--- src/rtl/psc_pkg.sv ---
package psc_pkg;
   // index of each control pin in the internal pin vector
   localparam int PIN_UP   = 0;
   localparam int PIN_DOWN = 1;
   localparam int NUM_PINS = 2;

   typedef struct packed {
      logic up;
      logic down;
   } step_req_t;
endpackage

--- src/rtl/psc_pin_qual.sv ---
module psc_pin_qual #(
   parameter int MIN_HI = 6,
   parameter int MIN_LO = 6
) (
   input  logic clk,
   input  logic rst_n,
   input  logic pin,
   output logic strobe
);
   localparam int MAXC = (MIN_HI > MIN_LO) ? MIN_HI : MIN_LO;
   localparam int CW   = $clog2(MAXC + 1);

   logic [1:0]    sync_q;
   logic [CW-1:0] hi_cnt;
   logic [CW-1:0] lo_cnt;
   logic          armed;
   logic          lvl;
   logic          hi_ok;
   logic          lo_phase;

   assign lvl      = sync_q[1];
   assign hi_ok    = (hi_cnt == CW'(MIN_HI));
   assign lo_phase = armed | hi_ok;

   always_ff @(posedge clk or negedge rst_n) begin
      if (!rst_n) begin
         sync_q <= '0;
         hi_cnt <= '0;
         lo_cnt <= '0;
         armed  <= 1'b0;
         strobe <= 1'b0;
      end else begin
         sync_q <= {sync_q[0], pin};
         strobe <= 1'b0;
         if (lvl) begin
            hi_cnt <= hi_ok ? hi_cnt : hi_cnt + 1'b1;
            lo_cnt <= '0;
            armed  <= 1'b0;
         end else begin
            hi_cnt <= '0;
            if (lo_phase) begin
               if (lo_cnt == CW'(MIN_LO - 1)) begin
                  strobe <= 1'b1;
                  armed  <= 1'b0;
                  lo_cnt <= '0;
               end else begin
                  armed  <= 1'b1;
                  lo_cnt <= lo_cnt + 1'b1;
               end
            end
         end
      end
   end
endmodule

--- src/rtl/psc_channel.sv ---
module psc_channel #(
   parameter int OFS_W   = 13,
   parameter int STEP_W  = 8,
   parameter int PER_W   = 8,
   parameter int LIMIT   = 2250,
   parameter int UPV     = 20,
   parameter int MIN_VCO = 8
) (
   input  logic                    clk,
   input  logic                    rst_n,
   input  logic                    en,
   input  logic                    ss,
   input  logic [STEP_W-1:0]       step,
   input  logic [PER_W-1:0]        period,
   input  logic                    up_go,
   input  logic                    down_go,
   input  logic                    tick,
   output logic signed [OFS_W-1:0] ofs,
   output logic signed [OFS_W-1:0] tgt,
   output logic                    sat,
   output logic                    illegal
);
   localparam int SW  = OFS_W + 1;
   localparam int PUW = 32;
   localparam logic signed [SW-1:0] LIM_P = SW'(LIMIT);
   localparam logic signed [SW-1:0] LIM_N = -LIM_P;

   logic                 part;
   logic signed [SW-1:0] wide;
   logic signed [SW-1:0] stp_s;
   logic signed [SW-1:0] up_v;
   logic signed [SW-1:0] dn_v;
   logic [PUW-1:0]       per_units;
   logic [PUW-1:0]       floor_units;

   assign part        = en & ~ss;
   assign wide        = {tgt[OFS_W-1], tgt};
   assign stp_s       = SW'($signed({1'b0, step}));
   assign up_v        = wide + stp_s;
   assign dn_v        = wide - stp_s;
   assign per_units   = PUW'(period) * PUW'(UPV);
   assign floor_units = PUW'(step) + PUW'(MIN_VCO * UPV);
   assign illegal     = part & (per_units < floor_units);

   always_ff @(posedge clk or negedge rst_n) begin
      if (!rst_n) begin
         tgt <= '0;
         ofs <= '0;
         sat <= 1'b0;
      end else begin
         if (tick) ofs <= tgt;
         if (part && up_go) begin
            if (up_v > LIM_P) begin
               tgt <= LIM_P[OFS_W-1:0];
               sat <= 1'b1;
            end else begin
               tgt <= up_v[OFS_W-1:0];
            end
         end else if (part && down_go) begin
            if (dn_v < LIM_N) begin
               tgt <= LIM_N[OFS_W-1:0];
               sat <= 1'b1;
            end else begin
               tgt <= dn_v[OFS_W-1:0];
            end
         end
      end
   end
endmodule

--- src/rtl/psc_blank.sv ---
module psc_blank #(
   parameter int BLANK_PER = 10
) (
   input  logic clk,
   input  logic rst_n,
   input  logic start,
   input  logic tick,
   output logic out_en
);
   localparam int BW = $clog2(BLANK_PER + 1);

   logic [BW-1:0] cnt;

   always_ff @(posedge clk or negedge rst_n) begin
      if (!rst_n) begin
         out_en <= 1'b1;
         cnt    <= '0;
      end else if (start) begin
         out_en <= 1'b0;
         cnt    <= '0;
      end else if (!out_en && tick) begin
         if (cnt == BW'(BLANK_PER - 1)) begin
            out_en <= 1'b1;
            cnt    <= '0;
         end else begin
            cnt <= cnt + 1'b1;
         end
      end
   end
endmodule

--- src/rtl/phase_step_ctrl.sv ---
module phase_step_ctrl
   import psc_pkg::*;
#(
   parameter int NUM_CH        = 4,
   parameter int OFS_W         = 13,
   parameter int STEP_W        = 8,
   parameter int PER_W         = 8,
   parameter int LIMIT         = 2250,
   parameter int UNITS_PER_VCO = 20,
   parameter int MIN_VCO       = 8,
   parameter int MIN_HI        = 6,
   parameter int MIN_LO        = 6,
   parameter int GAP           = 34,
   parameter int BLANK_PER     = 10
) (
   input  logic                     clk,
   input  logic                     rst_n,
   input  logic                     inc_pin,
   input  logic                     dec_pin,
   input  logic [NUM_CH-1:0]        ch_en,
   input  logic [NUM_CH-1:0]        ss_active,
   input  logic [NUM_CH*STEP_W-1:0] ch_step,
   input  logic [NUM_CH*PER_W-1:0]  period_vco,
   input  logic [NUM_CH-1:0]        per_tick,
   output logic [NUM_CH*OFS_W-1:0]  phase_ofs,
   output logic [NUM_CH-1:0]        sat_flag,
   output logic                     out_en
);
   localparam int CLW = $clog2(GAP + 1);

   if (LIMIT >= 2**(OFS_W-1)) begin : g_bad_limit
      $error("LIMIT does not fit the signed offset width");
   end
   if (STEP_W >= OFS_W) begin : g_bad_step
      $error("STEP_W must be narrower than OFS_W");
   end
   if (GAP < 2 || MIN_HI < 1 || MIN_LO < 1 || BLANK_PER < 1) begin : g_bad_timing
      $error("timing parameters out of range");
   end

   logic [NUM_PINS-1:0]    pins;
   logic [NUM_PINS-1:0]    strobes;
   step_req_t              req;
   logic                   single;
   logic                   go;
   logic                   up_go;
   logic                   down_try;
   logic                   down_go;
   logic                   blank_start;
   logic                   illegal_any;
   logic [NUM_CH-1:0]      ch_illegal;
   logic [NUM_CH*OFS_W-1:0] tgt_flat;
   logic [CLW-1:0]         cool;

   assign pins[PIN_UP]   = inc_pin;
   assign pins[PIN_DOWN] = dec_pin;

   for (genvar p = 0; p < NUM_PINS; p++) begin : g_pin
      psc_pin_qual #(.MIN_HI(MIN_HI), .MIN_LO(MIN_LO)) u_qual (
         .clk   (clk),
         .rst_n (rst_n),
         .pin   (pins[p]),
         .strobe(strobes[p])
      );
   end

   assign req.up      = strobes[PIN_UP];
   assign req.down    = strobes[PIN_DOWN];
   assign single      = req.up ^ req.down;
   assign go          = single & (cool == '0) & out_en;
   assign up_go       = go & req.up;
   assign down_try    = go & req.down;
   assign illegal_any = |ch_illegal;
   assign down_go     = down_try & ~illegal_any;
   assign blank_start = down_try & illegal_any;

   always_ff @(posedge clk or negedge rst_n) begin
      if (!rst_n)           cool <= '0;
      else if (go)          cool <= CLW'(GAP - 1);
      else if (cool != '0)  cool <= cool - 1'b1;
   end

   for (genvar i = 0; i < NUM_CH; i++) begin : g_ch
      psc_channel #(
         .OFS_W(OFS_W), .STEP_W(STEP_W), .PER_W(PER_W), .LIMIT(LIMIT),
         .UPV(UNITS_PER_VCO), .MIN_VCO(MIN_VCO)
      ) u_ch (
         .clk    (clk),
         .rst_n  (rst_n),
         .en     (ch_en[i]),
         .ss     (ss_active[i]),
         .step   (ch_step[i*STEP_W +: STEP_W]),
         .period (period_vco[i*PER_W +: PER_W]),
         .up_go  (up_go),
         .down_go(down_go),
         .tick   (per_tick[i]),
         .ofs    (phase_ofs[i*OFS_W +: OFS_W]),
         .tgt    (tgt_flat[i*OFS_W +: OFS_W]),
         .sat    (sat_flag[i]),
         .illegal(ch_illegal[i])
      );
   end

   psc_blank #(.BLANK_PER(BLANK_PER)) u_blank (
      .clk   (clk),
      .rst_n (rst_n),
      .start (blank_start),
      .tick  (per_tick[0]),
      .out_en(out_en)
   );
endmodule

--- config.mk ---
export PLATFORM = sky130hd
export DESIGN_NAME = phase_step_ctrl
export DESIGN_NICKNAME = d
export VERILOG_FILES = /design/src/rtl/psc_pkg.sv /design/src/rtl/psc_pin_qual.sv /design/src/rtl/psc_channel.sv /design/src/rtl/psc_blank.sv /design/src/rtl/phase_step_ctrl.sv
export SDC_FILE = /design/constraint.sdc
export NUM_CORES = 1
export LEC_CHECK = 0
export BUFFER_PORTS_ARGS = -buffer_cell sky130_fd_sc_hd__buf_4
export CAP_MARGIN = 20
export CORE_UTILIZATION = 65
export CTS_CLUSTER_SIZE = 25
export DETAILED_ROUTE_END_ITERATION = 6
export HOLD_SLACK_MARGIN = 0.05
export PLACE_DENSITY_LB_ADDON = 0.08
export REMOVE_ABC_BUFFERS = 1
export SYNTH_ARGS = -nofsm -noshare
export SYNTH_HDL_FRONTEND = slang
export SYNTH_SLANG_ARGS = --single-unit
export TNS_END_PERCENT = 10
--- constraint.sdc ---
create_clock -name clk -period 4.6 [get_ports clk]
set_input_delay 0.23 -clock clk [delete_from_list [all_inputs] [get_ports clk]]
set_output_delay 0.23 -clock clk [all_outputs]
set_load 0.03 [all_outputs]
==> impl_metrics.env <==
export IMPL_outcome="finished clean"
export IMPL_cts_buffer_depth=2
export IMPL_clk_pin_slew_ns=0.07
export IMPL_setup_tns_ns=0
export IMPL_period_share_pct=85.3
export IMPL_num_antenna_cells=0
export IMPL_wl_per_cell_um=18.8
export IMPL_worstMarginPinSlew_ns=0.972
export IMPL_syn_inst=1460
export IMPL_grt_pass1_vias=11400
export IMPL_num_io_pins=137
export IMPL_nNetsFinal=1810
export IMPL_post_cts_setup_buffers=0
export IMPL_drt_initial_drc_count=834
export IMPL_start_kind="flip-flop"
export IMPL_synthesis_area_um2=13000
export IMPL_drt_pass1_iterations=7
export IMPL_drtAntennaViolNets=0
export IMPL_cts_sinks=139
export IMPL_cpMaxStageDelayCell="a311oi_2"
export IMPL_crit_chain="ha_1 -> o21ba_2 -> o21ai_0 -> a311oi_2 -> o21ai_0 -> xnor2_1 -> o221ai_1 -> and2_1 -> a221oi_1"
export IMPL_fp_dieH_um=144
export IMPL_synth_top_cells_by_count="151 x ha_1, 138 x dfrtp_1, 112 x nor2_1, 107 x inv_1, 88 x a21oi_1"
export IMPL_ys_flop_type="dfrtp_1"
export IMPL_vdd_drop_max_mv=0.305
export IMPL_post_route_drc_count=0
export IMPL_die_width_um=144
export IMPL_clk_latency_ns=0.44
export IMPL_arrival_ns=4.26
export IMPL_synth_top_area_cell="dfrtp_1"
export IMPL_gr_total_overflow=0
export IMPL_required_ns=4.94
export IMPL_io_buffers=136
export IMPL_routed_wl_um=34800
export IMPL_setup_violations=0
export IMPL_synth_warnings=0
export IMPL_root_buffer="clkbuf_16"
export IMPL_initial_core_util_pct=66.7
export IMPL_finalWeightedCongestion=0.969
export IMPL_hold_viol=0
export IMPL_fin_util_pct=75.9
export IMPL_rows=51
export IMPL_core_area_um2=19500
export IMPL_max_cap_violations=0
export IMPL_relSlewSlack_pct=35.2
export IMPL_area_growth_pct=13.8
export IMPL_synth_area_per_cell_um2=8.92
export IMPL_synthTopCellsByArea="dfrtp_1 27%, ha_1 15%, mux2_2 4.6%"
export IMPL_vias=11900
export IMPL_hpwl_um=26300
export IMPL_register_area_um2=3480
export IMPL_power_leakage_nw=6.85
export IMPL_cts_htree_levels=4
export IMPL_fin_skew_ns=0.0153
export IMPL_post_route_cells_drive_above_1_share_pct=18.2
export IMPL_cts_made_buffers=17
export IMPL_grt_max_degree=100
export IMPL_yosysUniqueCellTypes=110
export IMPL_rsz0062_at_grt="no"
export IMPL_path_max_fanout=11
export IMPL_powerDensity_nw_per_um2=283
export IMPL_antenna_found_initial=0
export IMPL_crit_type="reg2reg"
export IMPL_routed_via_density=6.44
export IMPL_fmax_ghz=0.255
export IMPL_timing_critical_path_mode_cell="o21ai_0"
export IMPL_postSynth_asyncResetShare_pct=100
export IMPL_crit_path_end_kind="flip-flop"
export IMPL_die_area_um2=20600
export IMPL_hold_class="in2reg"
export IMPL_cts_tree="built"
export IMPL_grt_usage_pct=34.6
export IMPL_drv_slew=0
export IMPL_synth_edff_count=0
export IMPL_synth_top_area_share_pct=26.5
export IMPL_max_stage_delay_ns=0.65
export IMPL_ys_ff_latch=139
export IMPL_fin_crit_ns=3.92
export IMPL_synth_most_common_cell="ha_1"
export IMPL_grt_pass1_wl_um=56300
export IMPL_nFillCells=1509
export IMPL_seq_area_frac_synth_pct=26.7
export IMPL_multi_input_area_um2=8840
[worst paths after layout]
path | start | to | slack [ns] | cells after the start
max reg2reg | g_ch[2].u_ch.tgt[2] | g_ch[2].u_ch.tgt[6] | 0.68 | 9
max | g_ch[2].u_ch.tgt[2] | g_ch[2].u_ch.tgt[6] | 0.68 | 9
max in group asynchronous | rst_n | g_ch[1].u_ch.tgt[3] | 3.09 | 3
min reg2reg | g_pin[0].u_qual.sync_q[0] | g_pin[0].u_qual.sync_q[1] | 0.35 | 0
min | ch_step[8] | g_ch[1].u_ch.tgt[0] | 0.17 | 3
min in group asynchronous | rst_n | g_ch[2].u_ch.ofs[4] | 0.41 | 2
[through the flow]
step	power, mW	cells	setup WS, ns	instance area (um^2)	hold slack (ns)
detailed placement	2.74	1810	0.306	14200	0.340
floorplan	2.33	1398	0.909	12700	-0.0656
global route	4.41	1845	0.378	14800	0.189
finish	4.20	1845	0.677	14800	0.171
CTS	4.19	1845	0.746	14800	0.168
global placement	2.70	1810	0.539	14200	0.336
[worst max-delay path: cells and delay by family, from the launching register on]
family,cells,cell delay [ns]
xor+xnor,1,0.42
compound gates,6,2.12
simple gates,1,0.37
flops,1,0.44
fa+ha+maj,1,0.45
[area by class of cell]
class / instances / area share (%)
Timing Repair Buffer: 150 / 7.68
Multi-Input combinational cell: 1151 / 59.7
Clock inverter: 15 / 1.31
Sequential cell: 139 / 23.5
Inverter: 108 / 2.74
Tap cell: 265 / 2.24
Clock buffer: 17 / 2.87
[logic make-up (layout without fill, tap and decap cells)]
kind of cell / count (synthesis) / after routing / synth area share (%)
buf+inv: 170 / 290 / 5.38
fa+ha+maj: 163 / 163 / 16.4
simple gates: 401 / 401 / 16.2
compound gates: 460 / 460 / 25.7
mux: 59 / 59 / 5.04
flops: 139 / 139 / 26.7
xor+xnor: 68 / 68 / 4.57
[placed cells by master, fill, tap and decap left out, types with 10 or more instances in the layout]
cell and instances:
xor2_1 25, or2_2 10, mux2_2 53, nor2b_1 20, xnor2_1 43, nor2_1 112
clkbuf_16 17, o21ai_1 10, ha_1 151, nor3_1 39, dfrtp_1 138, o211ai_1 17
a21o_1 22, fa_1 12, inv_1 107, a31oi_1 19, nand3_1 21, nand2b_1 30
nor4_1 18, o31ai_1 17, a21oi_1 88, buf_4 146, o21ai_0 78, o22ai_1 14
nand2_1 68, a211oi_1 15, o21a_1 22, and2_1 11
[state kept, by name (all words and copies together) (netlist names), 4 cells and up]
signal and cells:
u_blank.cnt 4, g_pin.u_qual.sync_q 4, g_ch.u_ch.ofs 52, cool 6, g_ch.u_ch.sat 4, g_ch.u_ch.tgt 52
g_pin.u_qual.hi_cnt 6, g_pin.u_qual.lo_cnt 6
[metal layers]
metal	global-route usage, %	wire length, um	part of all wire, %
met5	0	0	0
met2	57.8	16500	47
met4	14.8	1110	3.2
met1	44.1	14800	43
met3	5.90	2310	6.6
[what timing repair did]
item,in CTS,in global routing
resized for setup,0,0
hold endpoints to repair,99,0
hold buffers,3,0
[power by group]
| part | leakage (nW) | switching (mW) | internal [mW] |
|---|---|---|---|
| Clock | 0.300 | 0.669 | 0.788 |
| Combinational | 4.84 | 0.762 | 0.563 |
| Sequential | 1.71 | 0.103 | 1.31 |
| Total | 6.85 | 1.53 | 2.66 |
Note: power is estimated with default switching activity, not from simulation.
